## src/rtl/vic_pkg.sv

```systemverilog
package vic_pkg;
  // Offset of a source slot in the vector table: slots are two words wide,
  // slot 0 holds the reset entry.
  function automatic logic [31:0] vic_slot_offset(input int unsigned idx);
    return 32'((idx + 1) * 2);
  endfunction
endpackage

```

## src/rtl/vic_prio_pick.sv

```systemverilog
module vic_prio_pick #(
  parameter int unsigned NUM_SRC = 8,
  localparam int unsigned IDX_W = (NUM_SRC > 1) ? $clog2(NUM_SRC) : 1
) (
  input  logic [NUM_SRC-1:0] req,
  output logic [NUM_SRC-1:0] grant,
  output logic               any,
  output logic [IDX_W-1:0]   idx
);
  logic [NUM_SRC:0] seen;
  assign seen[0] = 1'b0;

  for (genvar g = 0; g < NUM_SRC; g++) begin : g_chain
    assign grant[g]  = req[g] & ~seen[g];
    assign seen[g+1] = seen[g] | req[g];
  end

  assign any = seen[NUM_SRC];

  always_comb begin
    idx = '0;
    for (int i = 0; i < NUM_SRC; i++) begin
      if (grant[i]) idx = IDX_W'(i);
    end
  end
endmodule

```

## src/rtl/vic_src_bank.sv

```systemverilog
module vic_src_bank #(
  parameter int unsigned      NUM_SRC    = 8,
  parameter logic [NUM_SRC-1:0] LEVEL_MASK = '0
) (
  input  logic               clk,
  input  logic               rst_n,
  input  logic [NUM_SRC-1:0] src_req,
  input  logic               en_wr,
  input  logic [NUM_SRC-1:0] en_wdata,
  input  logic               clr_wr,
  input  logic [NUM_SRC-1:0] clr_mask,
  input  logic               take_fire,
  input  logic [NUM_SRC-1:0] take_grant,
  output logic [NUM_SRC-1:0] flag_q,
  output logic [NUM_SRC-1:0] pending
);
  logic [NUM_SRC-1:0] en_q, en_d, flag_d, evt_set;

  assign evt_set = src_req & ~LEVEL_MASK;
  assign pending = (flag_q | (src_req & LEVEL_MASK)) & en_q;

  always_comb begin
    en_d   = en_wr ? en_wdata : en_q;
    flag_d = flag_q;
    if (clr_wr)    flag_d = flag_d & ~clr_mask;
    if (take_fire) flag_d = flag_d & ~take_grant;
    flag_d = (flag_d | evt_set) & ~LEVEL_MASK;
  end

  always_ff @(posedge clk or negedge rst_n) begin
    if (!rst_n) begin
      en_q   <= '0;
      flag_q <= '0;
    end else begin
      en_q   <= en_d;
      flag_q <= flag_d;
    end
  end

  AST_TAKEN_FLAG_CLEARS: assert property (@(posedge clk) disable iff (!rst_n)
    (take_fire && ((take_grant & src_req) == '0)) |=> ((flag_q & $past(take_grant)) == '0));
  AST_FLAG_HELD: assert property (@(posedge clk) disable iff (!rst_n)
    (!clr_wr && !take_fire) |=> ((flag_q & $past(flag_q)) == $past(flag_q)));
endmodule

```

## src/rtl/vic_seq.sv

```systemverilog
module vic_seq #(
  parameter int unsigned    PC_W      = 16,
  parameter int unsigned    IDX_W     = 3,
  parameter logic [PC_W-1:0] BOOT_BASE = '0
) (
  input  logic              clk,
  input  logic              rst_n,
  input  logic              insn_bnd,
  input  logic              any_pend,
  input  logic [IDX_W-1:0]  win_idx,
  input  logic              gie_set,
  input  logic              gie_clr,
  input  logic              reti,
  input  logic              boot_sel,
  output logic              fire,
  output logic              gie_q,
  output logic              take_q,
  output logic [PC_W-1:0]   vec_q,
  output logic [IDX_W-1:0]  idx_q
);
  import vic_pkg::*;

  logic            hold_q, hold_d, gie_d;
  logic [PC_W-1:0] vec_d, base;
  logic [IDX_W-1:0] idx_d;

  assign base = boot_sel ? BOOT_BASE : '0;
  assign fire = insn_bnd & gie_q & ~gie_clr & ~hold_q & ~reti & any_pend;

  always_comb begin
    gie_d  = gie_q;
    if (reti || gie_set) gie_d = 1'b1;
    if (fire || gie_clr) gie_d = 1'b0;
    hold_d = hold_q;
    if (insn_bnd) hold_d = 1'b0;
    if (reti)     hold_d = 1'b1;
    vec_d  = vec_q;
    idx_d  = idx_q;
    if (fire) begin
      vec_d = base + PC_W'(vic_slot_offset(int'(win_idx)));
      idx_d = win_idx;
    end
  end

  always_ff @(posedge clk or negedge rst_n) begin
    if (!rst_n) begin
      gie_q  <= 1'b0;
      hold_q <= 1'b0;
      take_q <= 1'b0;
      vec_q  <= '0;
      idx_q  <= '0;
    end else begin
      gie_q  <= gie_d;
      hold_q <= hold_d;
      take_q <= fire;
      vec_q  <= vec_d;
      idx_q  <= idx_d;
    end
  end

  AST_TAKE_AT_BOUNDARY: assert property (@(posedge clk) disable iff (!rst_n)
    take_q |-> $past(insn_bnd));
  AST_TAKE_DROPS_GIE: assert property (@(posedge clk) disable iff (!rst_n)
    take_q |-> !gie_q);
  AST_DISABLE_IMMEDIATE: assert property (@(posedge clk) disable iff (!rst_n)
    gie_clr |=> !take_q);
  AST_RETI_NO_TAKE: assert property (@(posedge clk) disable iff (!rst_n)
    reti |=> !take_q);
  AST_HOLD_ONE_INSN: assert property (@(posedge clk) disable iff (!rst_n)
    (hold_q && insn_bnd) |=> !take_q);
  AST_RETI_SETS_GIE: assert property (@(posedge clk) disable iff (!rst_n)
    (reti && !gie_clr) |=> gie_q);
endmodule

```

## src/rtl/vic_top.sv

```systemverilog
module vic_top #(
  parameter int unsigned        NUM_SRC    = 8,
  parameter int unsigned        PC_W       = 16,
  parameter logic [NUM_SRC-1:0] LEVEL_MASK = 8'hC0,
  parameter logic [PC_W-1:0]    BOOT_BASE  = 16'h1E00,
  localparam int unsigned       IDX_W      = (NUM_SRC > 1) ? $clog2(NUM_SRC) : 1
) (
  input  logic               clk,
  input  logic               rst_n,
  input  logic [NUM_SRC-1:0] src_req,
  input  logic               en_wr,
  input  logic [NUM_SRC-1:0] en_wdata,
  input  logic               flag_clr_wr,
  input  logic [NUM_SRC-1:0] flag_clr_mask,
  input  logic               gie_set,
  input  logic               gie_clr,
  input  logic               reti,
  input  logic               insn_bnd,
  input  logic               boot_sel,
  output logic               irq_take,
  output logic [PC_W-1:0]    irq_vector,
  output logic [IDX_W-1:0]   irq_idx,
  output logic               gie_o,
  output logic [NUM_SRC-1:0] flags_o
);
  logic [NUM_SRC-1:0] pending, grant;
  logic               any_pend, fire;
  logic [IDX_W-1:0]   win_idx;

  vic_src_bank #(.NUM_SRC(NUM_SRC), .LEVEL_MASK(LEVEL_MASK)) i_bank (
    .clk(clk), .rst_n(rst_n), .src_req(src_req),
    .en_wr(en_wr), .en_wdata(en_wdata),
    .clr_wr(flag_clr_wr), .clr_mask(flag_clr_mask),
    .take_fire(fire), .take_grant(grant),
    .flag_q(flags_o), .pending(pending)
  );

  vic_prio_pick #(.NUM_SRC(NUM_SRC)) i_pick (
    .req(pending), .grant(grant), .any(any_pend), .idx(win_idx)
  );

  vic_seq #(.PC_W(PC_W), .IDX_W(IDX_W), .BOOT_BASE(BOOT_BASE)) i_seq (
    .clk(clk), .rst_n(rst_n), .insn_bnd(insn_bnd), .any_pend(any_pend),
    .win_idx(win_idx), .gie_set(gie_set), .gie_clr(gie_clr), .reti(reti),
    .boot_sel(boot_sel), .fire(fire), .gie_q(gie_o), .take_q(irq_take),
    .vec_q(irq_vector), .idx_q(irq_idx)
  );

  AST_SINGLE_WINNER: assert property (@(posedge clk) disable iff (!rst_n)
    fire |-> ($countones(grant) == 1));
  AST_TAKE_NEEDS_ENABLE: assert property (@(posedge clk) disable iff (!rst_n)
    fire |-> (gie_o && pending != '0));
endmodule

```

## config.mk

```make
export PLATFORM = sky130hd
export DESIGN_NAME = vic_top
export DESIGN_NICKNAME = d
export VERILOG_FILES = /design/src/rtl/vic_pkg.sv /design/src/rtl/vic_prio_pick.sv /design/src/rtl/vic_src_bank.sv /design/src/rtl/vic_seq.sv /design/src/rtl/vic_top.sv
export SDC_FILE = /design/constraint.sdc
export NUM_CORES = 1
export LEC_CHECK = 0
export CAP_MARGIN = 0
export CORE_MARGIN = 8
export CORE_UTILIZATION = 35
export DETAILED_ROUTE_END_ITERATION = 10
export PLACE_DENSITY = 0.84
export REMOVE_ABC_BUFFERS = 1
export SLEW_MARGIN = 20
export SYNTH_ARGS = -nofsm -noshare
export SYNTH_HDL_FRONTEND = slang
export SYNTH_SLANG_ARGS = --single-unit
export TNS_END_PERCENT = 10
```

## constraint.sdc

```tcl
create_clock -name clk -period 1.5 [get_ports clk]
set_input_delay 0.3 -clock clk [delete_from_list [all_inputs] [get_ports clk]]
set_output_delay 0.3 -clock clk [all_outputs]
set_load 0.02 [all_outputs]
```

==> results of run 1 <==
==> flip-flops by register name (all words and copies together), names as in the netlist <==
name / flops
i_seq.take_q: 1
i_bank.flag_q: 6
i_seq.gie_q: 1
i_seq.idx_q: 3
i_seq.hold_q: 1
i_seq.vec_q: 5
i_bank.en_q: 8
==> per-layer routing <==
metal  vias to the layer above  track usage  part of all wire
li1                        531            -                 -
met4                         0       0.0448             0.014
met3                         4       0.0360              0.11
met5                         -            0                 0
met1                       533        0.128              0.41
met2                        43        0.196              0.47
==> area by class of cell <==
type | instances | area [sq um] | area share
timing repair buffer | 75 | 634 | 0.333
sequential | 25 | 626 | 0.329
multi-input combinational | 80 | 533 | 0.280
tap | 46 | 57.6 | 0.0302
clock buffer | 3 | 22.5 | 0.0118
inverter | 3 | 16.3 | 0.00855
clock inverter | 1 | 7.51 | 0.00394
timing repair inverter | 1 | 6.26 | 0.00329
==> what timing repair did <==
item / 4_1_cts / 5_1_grt
pin swaps: 10 / 3
setup buffers: 0 / 2
setup endpoints to repair: 34 / 21
resized for setup: 35 / 13
endpoints found under the hold margin: 0 / 0
gates cloned: 0 / 1
==> worst max path at each step <==
| stage | end | slack, ns | cells past startpoint |
|---|---|---|---|
| after floorplan | i_seq.vec_q[3] | -0.25 | 7 |
| after global placement | i_seq.idx_q[1] | -0.55 | 5 |
| after detailed placement | i_seq.idx_q[1] | -0.58 | 5 |
| after CTS | i_seq.idx_q[1] | -0.15 | 4 |
| after global routing | i_seq.vec_q[3] | -0.19 | 8 |
| final | i_seq.idx_q[1] | -0.13 | 4 |
==> report_power, final <==
group          switching, W  internal (W)
combinational      0.000296      0.000303
clock              0.000204      0.000102
sequential        0.0000592      0.000756
==> cell families (layout without fill, tap and decap cells) <==
kind of cell / count (synthesis) / count (layout) / synth area share
other: 1 / 10 / 0.00306
buffers and inverters: 18 / 83 / 0.106
flip-flops: 25 / 25 / 0.510
XOR/XNOR: 1 / 1 / 0.00714
multiplexers: 10 / 10 / 0.0917
AND/OR/NAND/NOR: 32 / 32 / 0.110
adder cells (fa/ha/maj): 1 / 1 / 0.0102
AO/OA/AOI/OAI: 26 / 26 / 0.162
==> through the flow <==
stage,std cells,util,setup TNS [ns],total power (W),setup WS [ns]
global placement,227,0.557,-7.18,0.00145,-0.549
floorplan,108,-,-1.55,0.00109,-0.247
CTS,231,0.564,-0.892,0.00172,-0.145
global route,234,0.566,-1.50,0.00182,-0.191
finish,234,0.566,-0.729,0.00172,-0.127
detailed placement,227,0.557,-7.67,0.00147,-0.580
==> Yosys cell counts <==
master,n
nand2_1,23
a21o_1,2
xor2_1,1
inv_1,2
or4_4,1
a31o_2,3
nor3_1,2
nand4_1,1
clkbuf_1,1
mux2_2,10
a31o_4,1
a22oi_1,3
nor2_1,3
a22o_1,3
a31o_1,3
o31ai_1,1
o211ai_1,1
a221o_1,1
buf_4,13
a21oi_1,6
o21ai_0,2
nand3_1,2
dfrtp_1,25
ha_1,1
buf_8,1
inv_4,1
conb_1,1
==> worst max-delay path: stages (launching register included) <==
cell      delay [ns]
dfrtp_1         0.40
or4_4           0.50
a31o_4          0.25
clkinv_4        0.07
mux2_2          0.32
==> metrics.cfg, run 1 <==
[finish]
fin_area_sq_um=1900
n_antenna_cell=0
final_cell_mix=clkdlybuf4s50_1, buf_4, dfrtp_1
drive_above_1_share=0.314
nets=223
fillerInstances=322
area_growth_pct=55.0

[floorplanning]
initial_core_util=0.365
rows=21
die_w_microns=75.2
coreArea_sq_um=3360
die_h_microns=75.2
dieArea_sq_um=5660
pin_count=62

[route]
routed_wl_mm=3.12
first_pass_iters=4
ant_nets=0
vias=1111
drt_iter0_drc=28
drc=0
wl_per_cell_microns=13.3
viasPerCell=4.75

[clocking]
cts_max_level=1
hold_buffers=0
cts_buffers=3
cts.sink_count=25
root_buffer=clkbuf_4
clk_pin_slew_ns=0.14
clk_latency_ns=0.32
tritoncts=yes
cts_max_path_buffers=2

[worst_hold_path]
worstHoldPathType=input pin to register
min_to=i_seq.gie_q
holdPathStages=2
hp-start=gie_clr

[global_route]
grt_pass1_wl_mm=4.97
grt_max_degree=26
track_usage=0.114
antenna_found_initial=0
grt_pass1_vias=1128
overflow=0

[timing]
skew_ns=0.0115
period_share=1.08
hold_viol_final=0
rsz0062_at_grt=yes
fin_hold_ws_ns=0.287
setup_violations=12
finalMaxSlewViolations=0
max_freq_ghz=0.615
finalWorstSetupSlack_ns=-0.127
period_minus_slack_ns=1.63

[run_status]
status=finished, violations left
violations=negative setup slack

[setup_path]
critPathCaptureType=register
cp-start-kind=register
worstPathRequired_ns=1.73
startpoint=i_seq.hold_q
ff2ff_setup_slack_ns=-0.13
cp_max_fo=5
worst-r2r-cell-count=4
worstSetupPathType=register to register
reg2reg_from=i_seq.hold_q
cp_data_arrival_time_ns=1.86
r2r_end=i_seq.idx_q[1]

[synthesis]
synth_cells=114
synth_largest_area_cell=dfrtp_1
synthDistinctLibCells=27
syn_avg_cell_area_sq_um=10.8
synth_area_sq_um=1230
ys_warn_count=0
synthTopCellsByArea=dfrtp_1, mux2_2, buf_4
synth_seq_cells=25
ys_seq_area_frac=0.510
yosysTopAreaCellShare=0.510

[power_and_ir_drop]
leakage_nw=0.914
power_density_nw_per_um2=904
peakVddDrop_mv=0.469

[placed_design]
dpl.hpwl_mm=2.57
io_buffers=49
placed_area_sq_um=1870
gp_congestion=0.914

[flow_run]
max_cap_violations=0

Power figures use the tool's default switching activity.
==> inputs of run 2 (changes only) <==
--- a/config.mk
+++ b/config.mk
@@ -7,2 +7,3 @@
 export LEC_CHECK = 0
+export ABC_AREA = 1
 export CAP_MARGIN = 0
@@ -11,4 +12,3 @@
 export DETAILED_ROUTE_END_ITERATION = 10
-export PLACE_DENSITY = 0.84
-export REMOVE_ABC_BUFFERS = 1
+export PLACE_DENSITY = 0.82
 export SLEW_MARGIN = 20
--- a/constraint.sdc
+++ b/constraint.sdc
@@ -3,2 +3,2 @@
 set_output_delay 0.3 -clock clk [all_outputs]
-set_load 0.02 [all_outputs]
+set_load 0.05 [all_outputs]
==> metrics.cfg, run 2 <==
[run_status]
status=finished, violations left
violations=negative setup slack

[synthesis]
ys_warn_count=0
syn_avg_cell_area_sq_um=8.86
synth_largest_area_cell=dfrtp_1
ys_seq_area_frac=0.459
synth_seq_cells=25
yosys_most_used_dff=dfrtp_1
synth_edf_count=0
yosysTopAreaCellShare=0.459
synthDistinctLibCells=29
synth.most_common_cell=nand2_1
synth_area_sq_um=1360
synth_commonest_cells=nand2_1, dfrtp_1, inv_1
synth-async-reset-ratio=1.00
synthTopCellsByArea=dfrtp_1, nand2_1, buf_4
synth_cells=154

[route]
wl_per_cell_microns=13.7
viasPerCell=4.54
drc=0
drt_iter0_drc=57
first_pass_iters=5
ant_nets=0
vias=1229
routed_wl_mm=3.70

[finish]
layout_commonest_cell=nand2_1
area_growth_pct=69.1
regMostFlops=i_bank.en_q
final_cell_mix=nand2_1, clkdlybuf4s50_1, buf_4
fillerInstances=315
top_regs=i_bank.en_q x8, i_bank.flag_q x6, i_seq.vec_q x5
nets=258
multi_input_area_sq_um=638
n_antenna_cell=0
drive_above_1_share=0.354
largest_register_ffs=8
seqCellArea_sq_um=633

[timing]
finalMaxSlewViolations=0
period_share=1.03
hold_viol_final=0
fin_tns_setup_ns=-0.0535
skew_ns=0.00404
max_freq_ghz=0.649
finalWorstSetupSlack_ns=-0.0408
fin_hold_ws_ns=0.392
rsz0062_at_grt=yes
period_minus_slack_ns=1.54
setup_violations=2

[setup_path]
crit_top_cell=nand3_1
worstSetupPathType=register to register
worstPathRequired_ns=1.67
critPathCaptureType=register
cp_max_fo=3
crit_chain=nand2_4 -> buf_4 -> nor2_1 -> a31oi_1 -> nand3_2 -> ha_4 -> inv_1 -> nand3_1 -> nand3_1 -> nand2_1
cp_data_arrival_time_ns=1.71
slowest_stage=dfrtp_1
slowest_delay_ns=0.41
cp-start-kind=register

[clocking]
cts_max_level=1
cts.sink_count=25
cts_max_path_buffers=2
cts_buffers=3
clk_latency_ns=0.27
hold_buffers=0
tritoncts=yes
root_buffer=clkbuf_8
clk_pin_slew_ns=0.09

[placed_design]
io_buffers=49
dpl.hpwl_mm=2.81
gp_congestion=0.762

[power_and_ir_drop]
p_int_w=0.00147
peakVddDrop_mv=0.533
sw_frac_of_total=0.375
p_seq_frac=0.362
power_w=0.00235
p_switching_w=0.000880
pwr-share-clk=0.173
power_density_nw_per_um2=1020
combPwrFrac=0.464
leakage_nw=1.11

[floorplanning]
initial_core_util=0.367
coreArea_sq_um=3720
die_h_microns=78.4
pin_count=62
rows=22
dieArea_sq_um=6150
die_w_microns=78.4

[global_route]
grt_pass1_vias=1302
antenna_found_initial=0
grt_pass1_wl_mm=6.07
track_usage=0.120
grt_max_degree=26
overflow=0

[flow_run]
max_cap_violations=0

[worst_hold_path]
worstHoldPathType=input pin to async pin

[run 2: cell types whose count changed after synthesis, sizes merged, moves of 4 or more]
cell and delta:
a21oi -6, nand2 +29, a31o -7, inv +16, nand3 +5, nor2 +4
o21bai +6
[run 2: cell type report]
cell class / count / share of cell area
Clock buffer: 4 / 0.0195
Tap cell: 48 / 0.0260
Inverter: 19 / 0.0309
Multi-Input combinational cell: 104 / 0.277
Timing Repair Buffer: 71 / 0.372
Sequential cell: 25 / 0.275
[run 2: cell families after synthesis]
kind of cell / share of synthesized area
AOI/OAI and AO/OA: 0.0780
other: 0.00275
DFF: 0.459
buffers and inverters: 0.135
adders and majority gates: 0.00917
and+or+nand+nor: 0.259
muxes: 0.0578
[run 2: worst paths after layout]
kind                                start  depth (start not counted)               end  slack (ns)
setup / recovery           i_bank.en_q[3]                         10    i_seq.vec_q[3]       -0.04
hold / removal                      rst_n                          2      i_seq.hold_q        0.39
setup reg to reg           i_bank.en_q[3]                         10    i_seq.vec_q[3]       -0.04
hold reg to reg            i_bank.en_q[4]                          1    i_bank.en_q[4]        0.53
max in group asynchronous           rst_n                          2  i_bank.flag_q[2]        0.85
min in group clk           i_bank.en_q[4]                          1    i_bank.en_q[4]        0.53
[run 2: per-layer routing]
metal,vias up,global-route usage,share of wire
met5,-,0,0
met3,10,0.0421,0.073
met1,572,0.125,0.38
li1,606,-,-
met4,0,0.0389,0.022
met2,41,0.218,0.52
[run 2: metrics by stage]
| stage | util | instance area, sq um | setup slack (ns) | cells |
|---|---|---|---|---|
| after CTS | 0.597 | 2220 | -0.0649 | 264 |
| after global routing | 0.621 | 2310 | -0.136 | 271 |
| after detailed placement | 0.585 | 2170 | -0.263 | 260 |
| after global placement | 0.585 | 2170 | -0.199 | 260 |
| final | 0.621 | 2310 | -0.0408 | 271 |
| after floorplan | - | 1420 | -0.0969 | 163 |
[run 2: timing repair]
item,in CTS,in global routing
endpoints found under the setup margin,2,4
setup buffers,0,7
pin swaps,1,9
gates resized for setup,0,9
[run 2: power groups by stage]
stage          Combinational [W]  Sequential, W  Clock (W)
4_1_cts                  0.00104       0.000848   0.000417
2_1_floorplan           0.000369        0.00102          0
3_5_place_dp             0.00104       0.000861          0
5_1_grt                  0.00116       0.000862   0.000446
3_3_place_gp             0.00102       0.000856          0
6_report                 0.00109       0.000850   0.000407
[run 2: critical path: cells and delay by family, from the launching register on]
| family | cells | cell delay, ns |
|---|---|---|
| adders and majority gates | 1 | 0.19 |
| DFF | 1 | 0.41 |
| AOI/OAI and AO/OA | 1 | 0.19 |
| and+or+nand+nor | 6 | 0.49 |
| buffers and inverters | 2 | 0.16 |
